==> src/rtl/twi_mem_pkg.sv <==
// Shared definitions for the two-wire memory slave engine.
// Assumes an 8-bit slave address byte: 4-bit type code, select bits, R/W.
package twi_mem_pkg;
    // Which byte of a transfer is being shifted.
    typedef enum logic [2:0] {
        PH_IDLE,   // waiting for a start; bus activity ignored
        PH_DEV,    // slave address byte
        PH_AHI,    // high address byte
        PH_ALO,    // low address byte
        PH_WDAT,   // write data bytes
        PH_RDAT    // read data bytes
    } phase_t;

    localparam logic [3:0] TYPE_CODE = 4'b1010;
endpackage

==> src/rtl/twi_line_sync.sv <==
// Synchronises the raw clock and data lines into the system clock domain
// and reports clock edges and start/stop conditions.
// Assumes STAGES >= 2 and a system clock well above the bus clock rate.
module twi_line_sync #(
    parameter int STAGES = 2
) (
    input  logic clk,
    input  logic rst_n,
    input  logic scl_in,
    input  logic sda_in,
    output logic sda_lvl,
    output logic scl_rise,
    output logic scl_fall,
    output logic start_det,
    output logic stop_det
);
    logic [STAGES-1:0] scl_pipe, sda_pipe;
    logic              scl_prev, sda_prev;
    logic              scl_lvl;

    // Shift both lines through the synchroniser and keep one delayed copy.
    always_ff @(posedge clk) begin
        if (!rst_n) begin
            scl_pipe <= '1;
            sda_pipe <= '1;
            scl_prev <= 1'b1;
            sda_prev <= 1'b1;
        end else begin
            scl_pipe <= {scl_pipe[STAGES-2:0], scl_in};
            sda_pipe <= {sda_pipe[STAGES-2:0], sda_in};
            scl_prev <= scl_pipe[STAGES-1];
            sda_prev <= sda_pipe[STAGES-1];
        end
    end

    assign scl_lvl   = scl_pipe[STAGES-1];
    assign sda_lvl   = sda_pipe[STAGES-1];
    assign scl_rise  = scl_lvl & ~scl_prev;
    assign scl_fall  = ~scl_lvl & scl_prev;
    assign start_det = scl_lvl & scl_prev & sda_prev & ~sda_lvl;
    assign stop_det  = scl_lvl & scl_prev & ~sda_prev & sda_lvl;
endmodule

==> src/rtl/twi_addr_ctr.sv <==
// Internal address counter: holds last accessed byte address plus one.
// Reads wrap over the whole array; writes wrap inside one page.
// Assumes load, inc_rd and inc_wr are never requested together.
module twi_addr_ctr #(
    parameter int ADDR_W = 12,
    parameter int PAGE_W = 5
) (
    input  logic              clk,
    input  logic              rst_n,
    input  logic              load,
    input  logic [ADDR_W-1:0] load_val,
    input  logic              inc_rd,
    input  logic              inc_wr,
    output logic [ADDR_W-1:0] cnt,
    output logic              upd
);
    localparam logic [ADDR_W-1:0] ONE = 1;
    logic [ADDR_W-1:0] wr_next;

    // Select the write increment shape from the page size.
    generate
        if (PAGE_W >= ADDR_W) begin : g_flat
            assign wr_next = cnt + ONE;
        end else begin : g_paged
            localparam logic [PAGE_W-1:0] PG_ONE = 1;
            assign wr_next = {cnt[ADDR_W-1:PAGE_W], cnt[PAGE_W-1:0] + PG_ONE};


            page_hold_chk: assert property (@(posedge clk) disable iff (!rst_n)
                (inc_wr && !load) |=> cnt[ADDR_W-1:PAGE_W] == $past(cnt[ADDR_W-1:PAGE_W]));
        end
    endgenerate

    // Update the counter and flag the update for the read prefetch.
    always_ff @(posedge clk) begin
        if (!rst_n) begin
            cnt <= '0;
            upd <= 1'b0;
        end else begin
            if (load)        cnt <= load_val;
            else if (inc_rd) cnt <= cnt + ONE;
            else if (inc_wr) cnt <= wr_next;
            upd <= load | inc_rd | inc_wr;
        end
    end


    rd_wrap_chk: assert property (@(posedge clk) disable iff (!rst_n)
        (inc_rd && !load && cnt == '1) |=> cnt == '0);
endmodule

==> src/rtl/twi_mem_slave.sv <==
// Bus-facing protocol engine of a serial memory. Decodes slave address,
// address bytes and data bytes, drives acknowledges and read data through
// an open-drain enable, and talks to a write controller and a read port.
// Assumes rd_data is valid one clock after rd_en and held until the next.
module twi_mem_slave
    import twi_mem_pkg::*;
#(
    parameter int ADDR_W      = 12,
    parameter int PAGE_W      = 5,
    parameter int SYNC_STAGES = 2
) (
    input  logic              clk,
    input  logic              rst_n,
    input  logic              scl_in,
    input  logic              sda_in,
    input  logic [2:0]        sel_pins,
    input  logic              wr_busy,
    input  logic [7:0]        rd_data,
    output logic              sda_drive_low,
    output logic              rd_en,
    output logic [ADDR_W-1:0] rd_addr,
    output logic              wr_valid,
    output logic [ADDR_W-1:0] wr_addr,
    output logic [7:0]        wr_data,
    output logic              wr_commit
);
    localparam int HI_W = ADDR_W - 8;

    logic              sda_lvl, scl_rise, scl_fall, start_det, stop_det;
    phase_t            phase;
    logic [3:0]        bitcnt;
    logic [7:0]        rx_sh, tx_sh;
    logic              rw_q, wrote_q, fetch_q, mnack_q, sda_low_q;
    logic [HI_W-1:0]   hi_q;
    logic              byte_end, dev_match;
    logic              ctr_load, ctr_inc_rd, ctr_inc_wr, ctr_upd;
    logic [ADDR_W-1:0] ctr;

    twi_line_sync #(.STAGES(SYNC_STAGES)) u_sync (
        .clk(clk), .rst_n(rst_n), .scl_in(scl_in), .sda_in(sda_in),
        .sda_lvl(sda_lvl), .scl_rise(scl_rise), .scl_fall(scl_fall),
        .start_det(start_det), .stop_det(stop_det)
    );

    // Byte boundary and counter control decode.
    always_comb begin
        byte_end   = scl_fall && (bitcnt == 4'd8);
        dev_match  = (rx_sh[7:4] == TYPE_CODE) && (rx_sh[3:1] == sel_pins) && !wr_busy;
        ctr_load   = byte_end && (phase == PH_ALO);
        ctr_inc_wr = byte_end && (phase == PH_WDAT);
        ctr_inc_rd = byte_end && (phase == PH_RDAT);
    end

    twi_addr_ctr #(.ADDR_W(ADDR_W), .PAGE_W(PAGE_W)) u_ctr (
        .clk(clk), .rst_n(rst_n), .load(ctr_load), .load_val({hi_q, rx_sh}),
        .inc_rd(ctr_inc_rd), .inc_wr(ctr_inc_wr), .cnt(ctr), .upd(ctr_upd)
    );

    // Prefetch the byte at the counter after every update or read select.
    assign rd_en         = ctr_upd | fetch_q;
    assign rd_addr       = ctr;
    assign sda_drive_low = sda_low_q;

    // Protocol sequencer: bit counting, acknowledges, data shifting.
    always_ff @(posedge clk) begin
        if (!rst_n) begin
            phase     <= PH_IDLE;
            bitcnt    <= '0;
            rx_sh     <= '0;
            tx_sh     <= '0;
            rw_q      <= 1'b0;
            wrote_q   <= 1'b0;
            fetch_q   <= 1'b0;
            mnack_q   <= 1'b0;
            sda_low_q <= 1'b0;
            hi_q      <= '0;
            wr_valid  <= 1'b0;
            wr_addr   <= '0;
            wr_data   <= '0;
            wr_commit <= 1'b0;
        end else begin
            wr_valid  <= 1'b0;
            wr_commit <= 1'b0;
            fetch_q   <= 1'b0;
            if (stop_det) begin
                phase     <= PH_IDLE;
                bitcnt    <= '0;
                sda_low_q <= 1'b0;
                wr_commit <= wrote_q;
                wrote_q   <= 1'b0;
            end else if (start_det) begin
                phase     <= PH_DEV;
                bitcnt    <= '0;
                sda_low_q <= 1'b0;
                wrote_q   <= 1'b0;
            end else begin
                if (scl_rise && phase != PH_IDLE && bitcnt != 4'd9) begin
                    bitcnt <= bitcnt + 4'd1;
                    if (bitcnt < 4'd8) rx_sh <= {rx_sh[6:0], sda_lvl};
                    if (bitcnt == 4'd8) mnack_q <= sda_lvl;
                end
                if (scl_fall && phase != PH_IDLE) begin
                    if (bitcnt == 4'd8) begin
                        case (phase)
                            PH_DEV: begin
                                if (dev_match) begin
                                    sda_low_q <= 1'b1;
                                    rw_q      <= rx_sh[0];
                                    fetch_q   <= rx_sh[0];
                                end else begin
                                    phase  <= PH_IDLE;
                                    bitcnt <= '0;
                                end
                            end
                            PH_AHI: begin
                                sda_low_q <= 1'b1;
                                hi_q      <= rx_sh[HI_W-1:0];
                            end
                            PH_ALO:  sda_low_q <= 1'b1;
                            PH_WDAT: begin
                                sda_low_q <= 1'b1;
                                wr_valid  <= 1'b1;
                                wr_addr   <= ctr;
                                wr_data   <= rx_sh;
                                wrote_q   <= 1'b1;
                            end
                            default: sda_low_q <= 1'b0;
                        endcase
                    end else if (bitcnt == 4'd9) begin
                        bitcnt    <= '0;
                        sda_low_q <= 1'b0;
                        case (phase)
                            PH_DEV: begin
                                if (rw_q) begin
                                    phase     <= PH_RDAT;
                                    tx_sh     <= rd_data;
                                    sda_low_q <= ~rd_data[7];
                                end else begin
                                    phase <= PH_AHI;
                                end
                            end
                            PH_AHI: phase <= PH_ALO;
                            PH_ALO: phase <= PH_WDAT;
                            PH_RDAT: begin
                                if (mnack_q) begin
                                    phase <= PH_IDLE;
                                end else begin
                                    tx_sh     <= rd_data;
                                    sda_low_q <= ~rd_data[7];
                                end
                            end
                            default: phase <= phase;
                        endcase
                    end else if (bitcnt != 4'd0 && phase == PH_RDAT) begin
                        tx_sh     <= {tx_sh[6:0], 1'b0};
                        sda_low_q <= ~tx_sh[6];
                    end
                end
            end
        end
    end


    busy_noack_chk: assert property (@(posedge clk) disable iff (!rst_n)
        (phase == PH_DEV && bitcnt != 4'd9 && wr_busy) |=> !sda_drive_low);


    nack_release_chk: assert property (@(posedge clk) disable iff (!rst_n)
        (phase == PH_RDAT && scl_fall && bitcnt == 4'd9 && mnack_q) |=> (phase == PH_IDLE && !sda_drive_low));


    commit_after_stop_chk: assert property (@(posedge clk) disable iff (!rst_n)
        wr_commit |-> $past(stop_det));


    wr_port_ack_chk: assert property (@(posedge clk) disable iff (!rst_n)
        wr_valid |-> (sda_drive_low && phase == PH_WDAT));
endmodule

==> config.mk <==
export PLATFORM = sky130hd
export DESIGN_NAME = twi_mem_slave
export DESIGN_NICKNAME = d
export VERILOG_FILES = /design/src/rtl/twi_mem_pkg.sv /design/src/rtl/twi_line_sync.sv /design/src/rtl/twi_addr_ctr.sv /design/src/rtl/twi_mem_slave.sv
export SDC_FILE = /design/constraint.sdc
export NUM_CORES = 1
export LEC_CHECK = 0
export BUFFER_PORTS_ARGS = -buffer_cell sky130_fd_sc_hd__buf_2
export CAP_MARGIN = 0
export CORE_ASPECT_RATIO = 1.4
export CORE_MARGIN = 3
export CORE_UTILIZATION = 45
export CTS_CLUSTER_DIAMETER = 150
export CTS_CLUSTER_SIZE = 28
export DETAILED_ROUTE_END_ITERATION = 8
export GPL_ROUTABILITY_DRIVEN = 0
export PLACE_DENSITY_LB_ADDON = 0.08
export SYNTH_ARGS = -nofsm -noshare
export SYNTH_HDL_FRONTEND = slang
export SYNTH_SLANG_ARGS = --single-unit
==> constraint.sdc <==
create_clock -name clk -period 1.91 [get_ports clk]
set_input_delay 0.191 -clock clk [delete_from_list [all_inputs] [get_ports clk]]
set_output_delay 0.191 -clock clk [all_outputs]
set_load 0.02 [all_outputs]
## Word-level counts from Yosys, hierarchy flattened

Cells that the tools add are included.

| storage, ports and cells | value |
|---|---|
| register bits after elaboration | 72 |
| bits in latches | 0 |
| bits in writable memories | 0 |
| ROM bits | 0 |
| input bits | 16 |
| output and inout bits | 36 |
| memories | 0 |

| cells by class | value |
|---|---|
| add/sub/neg operators | 3 |
| $mul | 0 |
| divide/modulo/power cells | 0 |
| $lt $le $gt $ge | 1 |
| equality and inequality tests | 20 |
| shift-type cells | 0 |
| multiplexer cells | 32 |
| bitwise gates (word level) | 23 |
| reduce and logical (&&, ||, !) cells | 38 |

Operator list:

| kind | count |
|---|---|
| two-way mux 7 bit | 4 |
| two-way mux 12 bit | 2 |
| two-way mux 4 bit | 6 |
| two-way mux 3 bit | 6 |
| AND reduction 6 bit | 3 |
| inequality test 3 bit, second input constant | 5 |
| one-hot mux 7 bit (2 select lines) | 1 |
| inverter 1 bit | 13 |
| adder 12 x 1 -> 12 bit, second input constant | 1 |
| equality test 4 bit, second input constant | 3 |
| one-hot mux 3 bit (4 select lines) | 1 |
| nonzero test 3 bit | 4 |
| logical AND 1 bit | 10 |
| AND reduction 5 bit | 2 |
| two-way mux 1 bit | 9 |
| inequality test 4 bit, second input constant | 2 |
| AND reduction 4 bit | 2 |
| AND reduction 8 bit | 1 |
| nonzero test 2 bit | 4 |
| nonzero test 4 bit | 2 |
| bitwise AND 1 bit | 7 |
| OR reduction 7 bit | 1 |
| equality test 3 x 2 -> 1 bit, second input constant | 2 |
| equality test 3 bit, second input constant | 2 |
| 18 further kinds | 24 |

## Logic depth before layout (Yosys ltp)

| depth | value |
|---|---|
| depth in word-level cells | 9 |
| mapped depth | 9 |
| mapped depth without buffers | 7 |

## Hierarchy

Synthesis repeated with hierarchy kept, for this count alone.

| second synthesis, totals | value |
|---|---|
| cell total of the unflattened synthesis | 396 |
| area, all modules | 3494.6 µm² |

By module, submodules not included:

| module | times used | cells an instance | area an instance (µm²) |
|---|---|---|---|
| twi_mem_slave | 1 | 284 | 2513.7 |
| twi_addr_ctr | 1 | 96 | 790.8 |
| twi_line_sync | 1 | 16 | 190.2 |

## Least setup slack after synthesis

Ideal clock, no wire load.

| timing | value |
|---|---|
| kind | register to register |
| start | reg bitcnt[0] |
| end | reg phase[2] |
| setup time | 0.072 ns |
| data arrival time | 2.002 ns |
| required time | 1.838 ns |
| slack | -0.164 ns |
| cell stages (with the launch flop) | 8 |
| cells stage by stage | dfxtp_1 inv_1 ha_1 and4bb_1 o21ai_1 a211o_1 or4_1 a21oi_1 |

| between the ends | value |
|---|---|
| cells in the longest elaborated chain, start to end | 3 |
| elaborated cells on any way between the ends | 8 |
| classes of those cells | 5 x eq/ne; 1 x mux; 2 x reduce/logical |

Ends and longest elaborated chain:

| element | line | source |
|---|---|---|
| start, declared | twi_mem_slave.sv:31 | `logic [3:0] bitcnt;` |
| start signal, assigned | twi_mem_slave.sv:98 | `bitcnt <= bitcnt + 4'd1;` |
| equality test 4 bit (on tied branches) | twi_mem_slave.sv:103, twi_mem_slave.sv:129 |  |
| inequality test 3 bit (no line) (tied with other cells) | -- |  |
| AND reduction 6 bit (no line) | -- |  |
| end signal, assigned | twi_mem_slave.sv:152 | `default: phase <= phase;` |
| end, declared | twi_mem_slave.sv:30 | `phase_t phase;` |

Several ways; a longest one is shown, not always the timed one.
A chain may end at the register's enable or synchronous reset.

## Final worst setup path

Ends and elaborated chain as after synthesis.

==> run summary <==
Critical Setup Path Class - reg -> reg
Hold path start - scl_in
Leakage - 1.72 nW
Syn_area_per_cell - 8.19 um^2
Relative slew slack - 54.1%
Pwr/cell area - 705 mW/mm^2
Synthesized area - 0.00333 mm^2
DRT Wirelength - 8.80 mm
Setup ws final - -26.0 ps
Slew Viols, Final - 0
Vias in the first global route - 3074
Endpoint, Worst Hold - u_sync.scl_pipe[0]$_SDFF_PN1_
Register bit total from synthesis - 72
CTS Root Cell - clkbuf_8
Via density - 5.42
Die Wd - 78.8 um
Die H - 108 um
Fmax - 0.517 GHz
Failing checks - setup timing
Largest net degree at the start of global routing - 54
R2r setup slk - -30 ps
Initial Util - 47.2%
DR vias - 3211
Worst Tran Pin Value - 682 ps
Post-synthesis net count - 427
RSZ-0062 raised after global routing - true
Commonest non-fill, non-tap cell in the layout - nand2_1
Clk Latency, worst-skew pair - 360 ps
Post-route antenna net violation count - 0
MaxCap Viol Count - 0
Clk slew on worst S/H paths - 80 ps
Max IR drop VDD - 0.407 mV
CP required - 2200 ps
Core Box Area - 0.00707 mm^2
Fin Clk Skew - 7.85 ps
Hold Crit Depth - 2
CTS Buffer Depth - 2
Sw frac - 21.4%
Final hold vios - 0
Post-Synthesis Cells - 407
Pre-CTS setup slack - 45.1 ps
Num Clock Sinks - 72
P_sw - 0.641 mW
Layout Nets - 512
Post-synth EDFFs - 0
Clock network fraction of total power - 46.2%
H-tree depth - 3
Grt ovf - 0
Int Pwr - 2.36 mW
Final period demand of the worst path - 1940 ps
Commonest non-fill, non-tap cells in the layout - nand2_1, dfxtp_1, buf_2
Die area - 0.00849 mm^2
Logic pwr share - 3.3%
CTS tree - yes
Final setup vio count - 1
Share of layout cells above drive strength 1 - 27.0%
P&R area growth vs syn - 27.5%
Depth of the most critical reg-to-reg path - 7
Yosys cell types - 56
Seq/Total Area, Yosys - 43.2%
Part of the power in registers - 50.4%
Outcome - finished, violations left
CP Launch Type - flop
Crit. End Element - flop
Fin crit share - 101%
Worst hold path type - in -> reg
Synth warn - 0
IO buf count - 51
FFs w/ async S/R, synth - 0%
Antenna cells - 0
Reg2reg start - bitcnt[0]$_SDFF_PP0_
Final HPWL DP - 6.44 mm
CTS Buf Count - 9
Reg2reg end - phase[2]$_SDFFE_PP0P_
Post-synth top flop - dfxtp_1
Io pins - 52
Initial antenna violation count - 0
1st-pass router iterations - 5
Global-route wire length before repair - 14.4 mm
Global-route usage over all layers - 21.7%
Layout Utilization - 60.1%
Crit-path max FO - 6
DR WL/cell - 14.9 um
Crit path DAT - 2220 ps
Std cell rows - 36
Drc violations - 0
DRT iter0 DRCs - 192
## area by class of cell
type,instances,area [um^2]
Fill cell,689,2820
Multi-Input combinational cell,307,1820
Sequential cell,72,1450
Timing Repair Buffer,96,609
Clock buffer,12,155
Tap cell,95,119
Clock inverter,4,76.3
Inverter,6,22.5
## sequential cells by signal (all words and copies together) (netlist names), 3 cells and up
register,count
bitcnt,4
wr_data,8
u_ctr.cnt,12
phase,3
wr_addr,12
rx_sh,8
tx_sh,7
hi_q,4
## worst max-delay path by stage
stage                    startpoint                     to
2_1_floorplan  bitcnt[0]$_SDFF_PP0_  phase[2]$_SDFFE_PP0P_
3_3_place_gp   bitcnt[0]$_SDFF_PP0_  phase[2]$_SDFFE_PP0P_
3_5_place_dp   bitcnt[0]$_SDFF_PP0_  phase[2]$_SDFFE_PP0P_
4_1_cts        bitcnt[0]$_SDFF_PP0_  phase[2]$_SDFFE_PP0P_
5_1_grt        bitcnt[0]$_SDFF_PP0_  phase[2]$_SDFFE_PP0P_
6_report       bitcnt[0]$_SDFF_PP0_  phase[2]$_SDFFE_PP0P_
## what timing repair did
item / CTS / global route
hold buffers: 0 / 0
buffers inserted: 0 / 4
gates resized for setup: 0 / 14
hold endpoints to repair: 0 / 0
endpoints found under the setup margin: 0 / 33
## metal layers
metal | global-route usage [%] | up-vias | wire [um]
met5 | 0 | - | 0
met2 | 37.8 | 83 | 4530
li1 | - | 1602 | -
met3 | 5.03 | 26 | 407
met1 | 22.9 | 1500 | 3410
met4 | 14.1 | 0 | 446
## power by group through the flow
stage | sequential (mW) | combinational (mW) | clock, mW
after floorplan | 1.55 | 0.0536 | 0
after global placement | 1.55 | 0.0978 | 0
after detailed placement | 1.55 | 0.0978 | 0
after CTS | 1.51 | 0.0982 | 1.40
after global routing | 1.51 | 0.110 | 1.47
final | 1.51 | 0.100 | 1.39
## through the flow
step / std cells / hold slack (ps) / total power [mW] / TNS (ps) / instance area, um^2
detailed placement: 572 / 376 / 1.64 / 0 / 3950
finish: 592 / 6.80 / 3.00 / -26.0 / 4250
CTS: 588 / 5.03 / 3.01 / 0 / 4180
global placement: 572 / 372 / 1.64 / 0 / 3950
global route: 592 / 9.02 / 3.09 / -182 / 4250
floorplan: 407 / 292 / 1.60 / 0 / 3350
## cells by family (layout without fill, tap and decap cells)
kind of cell	after synthesis	in the layout	synth area share, %
compound gates	91	91	17.1
xor+xnor	8	8	2.10
fa+ha+maj	4	4	1.50
buf+inv	28	118	3.56
flops	72	72	43.2
mux	18	18	5.40
simple gates	186	186	27.1
## critical path, stage by stage, from the launching register on
cell	delay, ps
dfxtp_2	350
inv_2	40
ha_4	160
and4bb_1	290
o21ai_1	100
a211o_1	320
or4_4	490
a21oi_2	120
## Yosys cell counts (all sizes together), types with 2 or more instances
master   number  share of area, %
a211o         2              0.53
a211oi        3              0.83
a21o          2              0.45
a21oi        39               5.9
a222oi        2              0.60
a22oi         2              0.45
a311oi        6               1.6
a31oi         4              0.75
and2b         2              0.45
and3          3              0.56
and3b         3              0.79
buf           7               1.2
clkbuf       15               1.7
dfxtp        72                43
ha            4               1.5
inv           6              0.68
mux2i        18               5.4
nand2        76               8.6
nand2b       11               2.1
nand3         8               1.2
nand3b        3              0.68
nand4         6               1.1
nor2         46               5.2
nor2b         4              0.75
nor3          6               1.1
nor4          6               1.1
nor4b         2              0.98
o2111ai       3              0.79
o21ai        19               2.9
or2           2              0.38
xnor2         3              0.79
xor2          5               1.3
No activity file was read; power rests on OpenSTA's default activity.
